<file path="src/rtl/lat_tol_pkg.sv">
package lat_tol_pkg;

   localparam int CODE_W  = 16;
   localparam int MANT_W  = 10;
   localparam int SCALE_W = 3;
   localparam int NS_W    = 48;
   localparam int STEP    = 5;   // each scale step multiplies the unit by 32

   typedef enum logic {TIER_ACT = 1'b0, TIER_AIDLE = 1'b1} tier_e;

   typedef struct packed {
      logic        req;
      logic [31:0] us;
   } lat_val_t;

   // Convert a microsecond value into the 16-bit wire code
   function automatic logic [CODE_W-1:0] lt_encode(input lat_val_t v);
      logic [NS_W-1:0]    ns;
      logic [NS_W-1:0]    sh;
      logic [SCALE_W-1:0] sel;
      logic [CODE_W-1:0]  code;
      ns  = NS_W'(v.us) * NS_W'(1000);
      sel = '1;
      for (int s = 7; s >= 0; s--) begin
         sh = ns >> (STEP * s);
         if (sh < NS_W'(1 << MANT_W)) sel = SCALE_W'(s);
      end
      sh   = ns >> (STEP * int'(sel));
      code = '0;
      if (v.req) begin
         code[CODE_W-1]                  = 1'b1;
         code[MANT_W+SCALE_W-1:MANT_W]   = sel;
         code[MANT_W-1:0]                = sh[MANT_W-1:0];
      end
      return code;
   endfunction

endpackage

</file>
<file path="src/rtl/lat_tol_tier.sv">
module lat_tol_tier
   import lat_tol_pkg::*;
#(
   parameter int TMO_W = 16
) (
   input  logic             clk,
   input  logic             rst_n,
   input  logic             us_tick,
   input  logic             busy,
   input  logic [TMO_W-1:0] tmo,
   output tier_e            tier
);

   logic [TMO_W-1:0] cnt_q;
   tier_e            tier_q;
   logic             expire;

   assign expire = ({1'b0, cnt_q} + (TMO_W+1)'(1)) >= {1'b0, tmo};

   always_ff @(posedge clk) begin
      if (!rst_n) begin
         tier_q <= TIER_AIDLE;
         cnt_q  <= '0;
      end else if (busy) begin
         tier_q <= TIER_ACT;
         cnt_q  <= '0;
      end else if (us_tick && tier_q == TIER_ACT) begin
         if (expire) begin
            tier_q <= TIER_AIDLE;
            cnt_q  <= '0;
         end else begin
            cnt_q <= cnt_q + 1'b1;
         end
      end
   end

   assign tier = tier_q;

endmodule

</file>
<file path="src/rtl/lat_tol_slot.sv">
module lat_tol_slot
   import lat_tol_pkg::*;
#(
   parameter lat_val_t            RST_VAL  = '{req: 1'b1, us: 32'd400},
   parameter logic [CODE_W-1:0]   RST_CODE = '0
) (
   input  logic              clk,
   input  logic              rst_n,
   input  logic              en,
   input  lat_val_t          tgt,
   input  logic              msg_ready,
   output logic              msg_valid,
   output logic [CODE_W-1:0] msg_code,
   output logic              acc,
   output lat_val_t          acc_val,
   output lat_val_t          prev_val
);

   logic [CODE_W-1:0] tgt_code;
   logic [CODE_W-1:0] last_code_nx;
   logic              pend_q;
   logic [CODE_W-1:0] pend_code_q;
   lat_val_t          pend_val_q;
   logic [CODE_W-1:0] last_code_q;
   lat_val_t          last_val_q;

   assign tgt_code     = lt_encode(tgt);
   assign acc          = pend_q && msg_ready;
   assign last_code_nx = acc ? pend_code_q : last_code_q;

   always_ff @(posedge clk) begin
      if (!rst_n) begin
         pend_q      <= 1'b0;
         pend_code_q <= RST_CODE;
         pend_val_q  <= RST_VAL;
         last_code_q <= RST_CODE;
         last_val_q  <= RST_VAL;
      end else begin
         // one slot: refreshed in place, withdrawn when nothing new remains
         pend_q      <= en && (tgt_code != last_code_nx);
         pend_code_q <= tgt_code;
         pend_val_q  <= tgt;
         if (acc) begin
            last_code_q <= pend_code_q;
            last_val_q  <= pend_val_q;
         end
      end
   end

   assign msg_valid = pend_q;
   assign msg_code  = pend_code_q;
   assign acc_val   = pend_val_q;
   assign prev_val  = last_val_q;

endmodule

</file>
<file path="src/rtl/lat_tol_guard.sv">
module lat_tol_guard
   import lat_tol_pkg::*;
(
   input  logic        clk,
   input  logic        rst_n,
   input  logic        us_tick,
   input  logic        acc,
   input  lat_val_t    new_val,
   input  lat_val_t    prev_val,
   input  logic [31:0] ceil_us,
   output logic        settled
);

   logic [31:0] cnt_q;
   logic [31:0] dec;
   logic [31:0] load;
   logic        lowering;

   assign lowering = acc && new_val.req &&
                     (!prev_val.req || (new_val.us < prev_val.us));
   assign load     = prev_val.req ? prev_val.us : ceil_us;
   assign dec      = (us_tick && cnt_q != '0) ? cnt_q - 32'd1 : cnt_q;

   always_ff @(posedge clk) begin
      if (!rst_n)        cnt_q <= '0;
      else if (lowering) cnt_q <= (load > dec) ? load : dec;
      else               cnt_q <= dec;
   end

   assign settled = (cnt_q == '0);

endmodule

</file>
<file path="src/rtl/lat_tol_engine.sv">
module lat_tol_engine
   import lat_tol_pkg::*;
#(
   parameter int LAT_W          = 20,
   parameter int TMO_W          = 16,
   parameter int DEF_ACT_US     = 60,
   parameter int DEF_AIDLE_US   = 400,
   parameter int AIDLE_FLOOR_US = 300,
   parameter int DEF_MAXPLAT_US = 1000,
   parameter bit GUARD_EN       = 1'b1
) (
   input  logic              clk,
   input  logic              rst_n,
   input  logic              us_tick,
   input  logic              en,
   input  logic              sw_mode,
   input  logic              traffic,
   input  logic              urgent,
   input  logic              assoc,
   input  logic              radio_off,
   input  logic              lp_idle,
   input  logic [LAT_W-1:0]  act_lat_us,
   input  logic [LAT_W-1:0]  aidle_lat_us,
   input  logic [LAT_W-1:0]  max_plat_us,
   input  logic [LAT_W-1:0]  urg_lat_us,
   input  logic [TMO_W-1:0]  idle_tmo_us,
   input  logic              sw_wr,
   input  logic [LAT_W-1:0]  sw_lat_us,
   input  logic              msg_ready,
   output logic              msg_valid,
   output logic [15:0]       msg_code,
   output logic              lat_settled
);

   localparam lat_val_t          RST_VAL  = '{req: 1'b1, us: 32'(DEF_AIDLE_US)};
   localparam logic [CODE_W-1:0] RST_CODE = lt_encode(RST_VAL);

   if (LAT_W < 1 || LAT_W > 32) begin : g_bad_lat_w
      $error("LAT_W must lie in 1..32");
   end
   if (TMO_W < 1) begin : g_bad_tmo_w
      $error("TMO_W must be positive");
   end
   if (DEF_AIDLE_US < AIDLE_FLOOR_US) begin : g_bad_aidle
      $error("default active-idle value lies below its floor");
   end
   if (DEF_ACT_US < 1 || DEF_MAXPLAT_US < 1) begin : g_bad_defaults
      $error("default tier values must be nonzero");
   end

   logic [31:0] act_us;
   logic [31:0] aidle_us;
   logic [31:0] maxp_us;
   logic [31:0] urg_us;
   tier_e       tier;
   lat_val_t    hw_tgt;
   lat_val_t    tgt_q;
   logic        acc;
   lat_val_t    acc_val;
   lat_val_t    prev_val;

   // programmed values with defaults and floor applied
   always_comb begin
      act_us   = (act_lat_us   == '0) ? 32'(DEF_ACT_US)     : 32'(act_lat_us);
      aidle_us = (aidle_lat_us == '0) ? 32'(DEF_AIDLE_US)   : 32'(aidle_lat_us);
      maxp_us  = (max_plat_us  == '0) ? 32'(DEF_MAXPLAT_US) : 32'(max_plat_us);
      if (aidle_us < 32'(AIDLE_FLOOR_US)) aidle_us = 32'(AIDLE_FLOOR_US);
      urg_us   = 32'(urg_lat_us);
      if (urg_us > act_us) urg_us = act_us;
   end

   lat_tol_tier #(.TMO_W(TMO_W)) u_tier (
      .clk     (clk),
      .rst_n   (rst_n),
      .us_tick (us_tick),
      .busy    (traffic || urgent),
      .tmo     (idle_tmo_us),
      .tier    (tier)
   );

   // hardware policy: overrides first, then burst, then tier
   always_comb begin
      hw_tgt.req = 1'b1;
      hw_tgt.us  = aidle_us;
      if (!assoc) begin
         hw_tgt.req = 1'b0;
         hw_tgt.us  = '0;
      end else if (radio_off || lp_idle) begin
         hw_tgt.us = maxp_us;
      end else if (urgent) begin
         hw_tgt.us = urg_us;
      end else if (tier == TIER_ACT) begin
         hw_tgt.us = act_us;
      end
   end

   always_ff @(posedge clk) begin
      if (!rst_n)       tgt_q <= RST_VAL;
      else if (!sw_mode) tgt_q <= hw_tgt;
      else if (sw_wr)   tgt_q <= '{req: 1'b1, us: 32'(sw_lat_us)};
   end

   lat_tol_slot #(.RST_VAL(RST_VAL), .RST_CODE(RST_CODE)) u_slot (
      .clk       (clk),
      .rst_n     (rst_n),
      .en        (en),
      .tgt       (tgt_q),
      .msg_ready (msg_ready),
      .msg_valid (msg_valid),
      .msg_code  (msg_code),
      .acc       (acc),
      .acc_val   (acc_val),
      .prev_val  (prev_val)
   );

   if (GUARD_EN) begin : g_guard
      lat_tol_guard u_guard (
         .clk      (clk),
         .rst_n    (rst_n),
         .us_tick  (us_tick),
         .acc      (acc),
         .new_val  (acc_val),
         .prev_val (prev_val),
         .ceil_us  (maxp_us),
         .settled  (lat_settled)
      );
   end else begin : g_no_guard
      assign lat_settled = 1'b1;
   end

endmodule

</file>
<file path="config.mk">
export PLATFORM = sky130hd
export DESIGN_NAME = lat_tol_engine
export DESIGN_NICKNAME = d
export VERILOG_FILES = /design/src/rtl/lat_tol_pkg.sv /design/src/rtl/lat_tol_tier.sv /design/src/rtl/lat_tol_slot.sv /design/src/rtl/lat_tol_guard.sv /design/src/rtl/lat_tol_engine.sv
export SDC_FILE = /design/constraint.sdc
export NUM_CORES = 1
export LEC_CHECK = 0
export BUFFER_PORTS_ARGS = -buffer_cell sky130_fd_sc_hd__buf_2
export CORE_UTILIZATION = 67
export CTS_BUF_LIST = sky130_fd_sc_hd__clkbuf_2 sky130_fd_sc_hd__clkbuf_4 sky130_fd_sc_hd__clkbuf_8
export DETAILED_ROUTE_END_ITERATION = 10
export GPL_ROUTABILITY_DRIVEN = 0
export PLACE_DENSITY = 0.89
export SETUP_SLACK_MARGIN = 0.5
export SLEW_MARGIN = 20
export SYNTH_ARGS = -nofsm -noshare
export SYNTH_HDL_FRONTEND = slang
export SYNTH_SLANG_ARGS = --single-unit
</file>
<file path="constraint.sdc">
create_clock -name clk -period 12.7 [get_ports clk]
set_clock_uncertainty 0.15 [all_clocks]
set_input_delay 2.54 -clock clk [delete_from_list [all_inputs] [get_ports clk]]
set_output_delay 2.54 -clock clk [all_outputs]
set_load 0.03 [all_outputs]
</file>
======== After elaboration in Yosys (flattened, before gate mapping) ========
Cells that the tools add are included.
cells by class
  add/subtract/negate cells ............... 3
  reductions and logical operators ........ 19
  shift-type cells ........................ 1
  eq/ne operators ......................... 2
  bitwise logic cells ..................... 2
  mux-type cells .......................... 30
  multiply operators ...................... 2
  order comparisons ....................... 12
operator list
  operator               count
  $mux 32                8
  $mux 20                5
  $mux 33                2
  $logic_not 20->1       3
  $lt 42x11->1 const B   1
  $shr 42x32->10         1
  $mul 32x7->39 const B  1
  $lt 37x11->1 const B   1
  $gt 32x32->1           1
  $logic_not 32->1       1
  $lt 32x11->1 const B   1
  $lt 32x32->1           1
  $mux 16                2
  $reduce_bool 32->1     1
  $sub 32x1->32 const B  1
  $lt 27x11->1 const B   1
  $lt 22x11->1 const B   1
  $gt 20x20->1           1
  $lt 20x9->1 const B    1
  $mux 3                 6
  $add 16x1->17 const B  1
  $ge 17x16->1           1
  $lt 17x11->1 const B   1
  $add 16x1->16 const B  1
  13 further kinds       27
word-level totals
  register bits ........................... 181
  logic and storage cells ................. 84
  input bits .............................. 128
  output and inout port bits .............. 18

======== Longest topological paths before layout ========
  word-level depth ........................ 14
  depth in mapped cells ................... 33
  depth with buffers taken out ............ 29

======== Hierarchy ========
A second synthesis with hierarchy kept.
second synthesis, totals
  cell total of the unflattened synthesis .. 2507
  area total of the unflattened synthesis .. 19777.7 µm²
modules (own cells, without submodules)
  module          times used  sequential area each (µm²)  cells each  area an instance (µm²)
  lat_tol_slot    1           1921.8                      1452        11705.0
  lat_tol_guard   1           640.6                       444         3671.0
  lat_tol_engine  1           420.4                       403         2797.7
  lat_tol_tier    1           340.3                       208         1604.0

======== Worst setup path after synthesis ========
OpenSTA, ideal clock, no wires.
  path kind ............................... register to register
  start point ............................. reg tgt_q[14] in the netlist's numbering
  end point ............................... reg u_slot.pend_q, in the netlist u_slot.msg_valid
  cell stages (with the launch flop) ...... 33
  period minus slack after synthesis ...... 7.627 ns
  arrival ................................. 7.355 ns
  required time ........................... 12.428 ns
  path buffers ............................ 4
  library setup time ...................... 0.122 ns
  slack ................................... 5.073 ns
  path through ............................ dfxtp_1 -> inv_1 -> fa_1 -> fa_1 -> inv_1 -> fa_1 -> inv_1 -> fa_1 -> inv_1 -> ha_1 -> buf_4 -> a21oi_4 -> o21ai_2 -> or3_1 -> nor3_1 -> a311oi_4 -> or3_1 -> buf_2 -> nor3_4 -> inv_2 -> ha_1 -> ha_1 -> ha_1 -> clkbuf_1 -> inv_1 -> clkbuf_1 -> o311ai_2 -> a31oi_1 -> a211o_1 -> xor2_1 -> nor4_1 -> nand4_1 -> o311a_1
on the way
  longest elaborated chain between the ends .. 14
  elaborated cells on any way between the ends .. 20
  those cells by class .................... 2 x mul; 7 x order compare; 1 x eq/ne; 1 x shift; 8 x mux; 1 x reduce/logical
RTL lines
  item                    line                   source
  start, declared         lat_tol_engine.sv:57   lat_val_t tgt_q;
  start signal, assigned  lat_tol_engine.sv:99   else if (!sw_mode) tgt_q <= hw_tgt;
  start signal, assigned  lat_tol_engine.sv:100  else if (sw_wr) tgt_q <= '{req: 1'b1, us: 32'(sw_lat_us)};
  $mul 32x7->39 *         lat_tol_pkg.sv:22      ns = NS_W'(v.us) * NS_W'(1000);
  $lt 12x11->1            lat_tol_pkg.sv:26      if (sh < NS_W'(1 << MANT_W)) sel = SCALE_W'(s);
  $mux 1                  lat_tol_pkg.sv:26
  $mux 3 (6 in a row)     lat_tol_pkg.sv:26
  $mul 3x3->6             lat_tol_pkg.sv:28      sh = ns >> (STEP * int'(sel));
  $shr 42x32->10          lat_tol_pkg.sv:28
  $mux 13 *               lat_tol_pkg.sv:30      if (v.req) begin
  $ne 16x16->1 *          lat_tol_slot.sv:40     pend_q <= en && (tgt_code != last_code_nx);
  $logic_and 1x1->1 *     lat_tol_slot.sv:40
  end signal, assigned    lat_tol_slot.sv:40
  end, declared           lat_tol_slot.sv:21     logic pend_q;
Mark *: on every way between the ends. The rest lies on a longest branch, timed or not.
A chain may end at the register's enable or synchronous reset.

======== Worst setup path in the final report ========
  start point ............................. reg tgt_q[1] in the netlist's numbering
  end point ............................... reg u_slot.pend_q, in the netlist u_slot.msg_valid
The elaborated chain is that of the path after synthesis.

==> impl_metrics.json <==
{
  "grt_first_pass_wirelength_um": 68400,
  "most-common-layout-cells": "nand2_1, inv_1, ha_1, buf_2, dfxtp_1",
  "fp.coreArea_um2": 21100,
  "n_fill_cell": 1559,
  "crit_path_start_kind": "flip-flop",
  "numCtsBuffers": 17,
  "cts_tree": "done",
  "drt_iter0_drc": 1794,
  "ctsHoldBuffers": 0,
  "grt_pass1_vias": 13843,
  "vdd_drop_max_mv": 0.193,
  "max_freq_mhz": 110,
  "crit_family": "adder cells",
  "synth_edf_count": 0,
  "yosys.area.top_type": "dfxtp_1",
  "end_kind": "flip-flop",
  "layout-drive-gt1-share_pct": 12.7,
  "leakage_uw": 0.00715,
  "ios": 146,
  "syn_area_um2": 14500,
  "rsz0062_at_grt": "false",
  "yosysSeqAreaShare_pct": 19.6,
  "antenna_left": 0,
  "synthTopCellsByArea": "dfxtp_1, ha_1, fa_1",
  "min_from": "u_slot.acc_val[0]",
  "yosys.cell_types.count": 97,
  "hold_depth": 2,
  "crit_slowest_cell": "ha_1",
  "fin_tns_setup_ps": 0,
  "setup_ws_ps": 3610,
  "wirelength_um": 41700,
  "postSynthCellCount": 1809,
  "pre_cts_ws_ps": 3890,
  "grtUsageTotal_pct": 38.6,
  "syn_area_per_cell_um2": 8.00,
  "post_cts_buffers": 0,
  "drc": 0,
  "hold_class": "flip-flop to flip-flop",
  "rr_worst_depth": 26,
  "chipWidth_um": 149,
  "htreeDepth": 4,
  "min_to": "u_slot.prev_val[0]",
  "drt-pass1-iter-count": 9,
  "dieArea_um2": 22200,
  "worstPathArrival_ps": 9300,
  "ctsLongestPathBuffers": 2,
  "std_cell_rows": 53,
  "cts.clk_slew.worst_paths_ps": 90,
  "power_density_nw_per_um2": 281,
  "grt_max_degree": 105,
  "path_max_fanout": 27,
  "reg2reg_slack_ps": 3610,
  "syn_to_final_growth_pct": 8.28,
  "r2r-end": "u_slot.msg_valid",
  "dpl.hpwl_um": 32300,
  "wire_per_inst_um": 19.1,
  "ys.warnings.count": 0,
  "crit_required_ps": 12910,
  "max_cap_viol_count": 0,
  "antenna_found_initial": 5,
  "worstSetupPathType": "flip-flop to flip-flop",
  "setup.worst_path.start": "tgt_q[1]",
  "synth_top_flop_cell": "dfxtp_1",
  "mostFrequentLayoutCell": "nand2_1",
  "setup_viol": 0,
  "critPathBufInv": 4,
  "status": "finished clean",
  "viasPerCell": 6.59,
  "vias": 14411,
  "cts.root.buffer_cell": "clkbuf_8",
  "crit_top_cell": "fa_1",
  "r2r_start": "tgt_q[1]",
  "cts.repair.resized": 0,
  "max_stage_delay_ps": 840,
  "slew_headroom_pct": 32.9,
  "final_hold_viol_count": 0,
  "post-route-period-util_pct": 71.6,
  "ys_async_sr_fraction_pct": 0,
  "io_buffers": 143,
  "slew_viol_final": 0,
  "start_util_pct": 68.6,
  "synth_top_area_share_pct": 19.6,
  "dieHeight_um": 149,
  "ys_ff_latch": 142,
  "clock_sinks": 142,
  "fin_crit_ps": 9090,
  "gr-total-overflow": 0,
  "insertion_delay_ps": 470,
  "nets": 2236,
  "worst_pin_slew_ps": 1010
}
layout make-up:
type                       instances  area [um2]  area share, %
timing repair buffer             150         768           4.90
sequential                       142        2840           18.1
clock buffer                      19         255           1.63
tap                              275         344           2.20
inverter                         172         646           4.12
clock inverter                    13         165           1.05
antenna                            5        12.5         0.0798
multi-input combinational       1412       10600           67.9
cell families after synthesis:
| kind of cell | share of synthesized area (%) |
|---|---|
| AO/OA/AOI/OAI | 23.1 |
| multiplexers | 2.98 |
| XOR/XNOR | 4.11 |
| other | 0.0259 |
| buffers and inverters | 6.97 |
| adder cells (fa/ha/maj) | 22.0 |
| flip-flops | 19.6 |
| AND/OR/NAND/NOR | 21.2 |
tightest hold or removal path, cell delays in order (launching register included):
cell,delay [ps]
dfxtp_1,310
nand2_1,50
a21boi_0,60
power by group:
part	internal, uW	switching (uW)
combinational	1260	2160
sequential	522	72.9
clock	202	187
registers in the layout (all words and copies together) (netlist names):
name	cells
g_guard.u_guard.cnt_q	32
tgt_q	21
u_slot.acc_val	21
u_slot.last_code_q	16
u_slot.msg_code	13
u_slot.msg_valid	1
u_slot.prev_val	21
u_tier.cnt_q	16
u_tier.tier	1
stage by stage:
step	cell area [um2]	hold slack [ps]	power [uW]	util [%]	cells
after CTS	15700	318	4280	74.3	2183
final	15700	310	4400	74.3	2188
after floorplan	14500	286	3170	-	1810
after detailed placement	15200	313	3870	72.3	2151
after global routing	15700	347	4740	74.3	2188
after global placement	15200	302	3780	72.3	2151
synth_stat cells, drive strengths merged (31+ instances only):
master    n
nand2   210
ha      143
fa       70
nand3    38
nor3     39
nor2b    36
o21ai    92
xnor2    37
inv     171
and2     42
dfxtp   142
nor2    116
a21oi   101
xor2     31
o211ai   34
clkbuf   58
a21o     31
per-layer routing:
layer,wire length (um),vias to the layer above,track usage (%),share of wire [%]
met4,2170,0,19.9,5.2
met2,19700,840,64.3,47
met3,3780,204,7.19,9.1
li1,-,6603,-,-
met5,0,-,0,0
met1,16000,6764,47.3,38
worst max path at each step:
stage	end	slack [ps]	depth (start not counted)
after CTS	u_slot.msg_valid	3850	25
after floorplan	u_slot.msg_valid	5070	32
final	u_slot.msg_valid	3610	26
after detailed placement	u_slot.msg_valid	3890	27
after global routing	u_slot.msg_valid	2940	26
after global placement	u_slot.msg_valid	4040	26
Power figures use the tool's default switching activity.
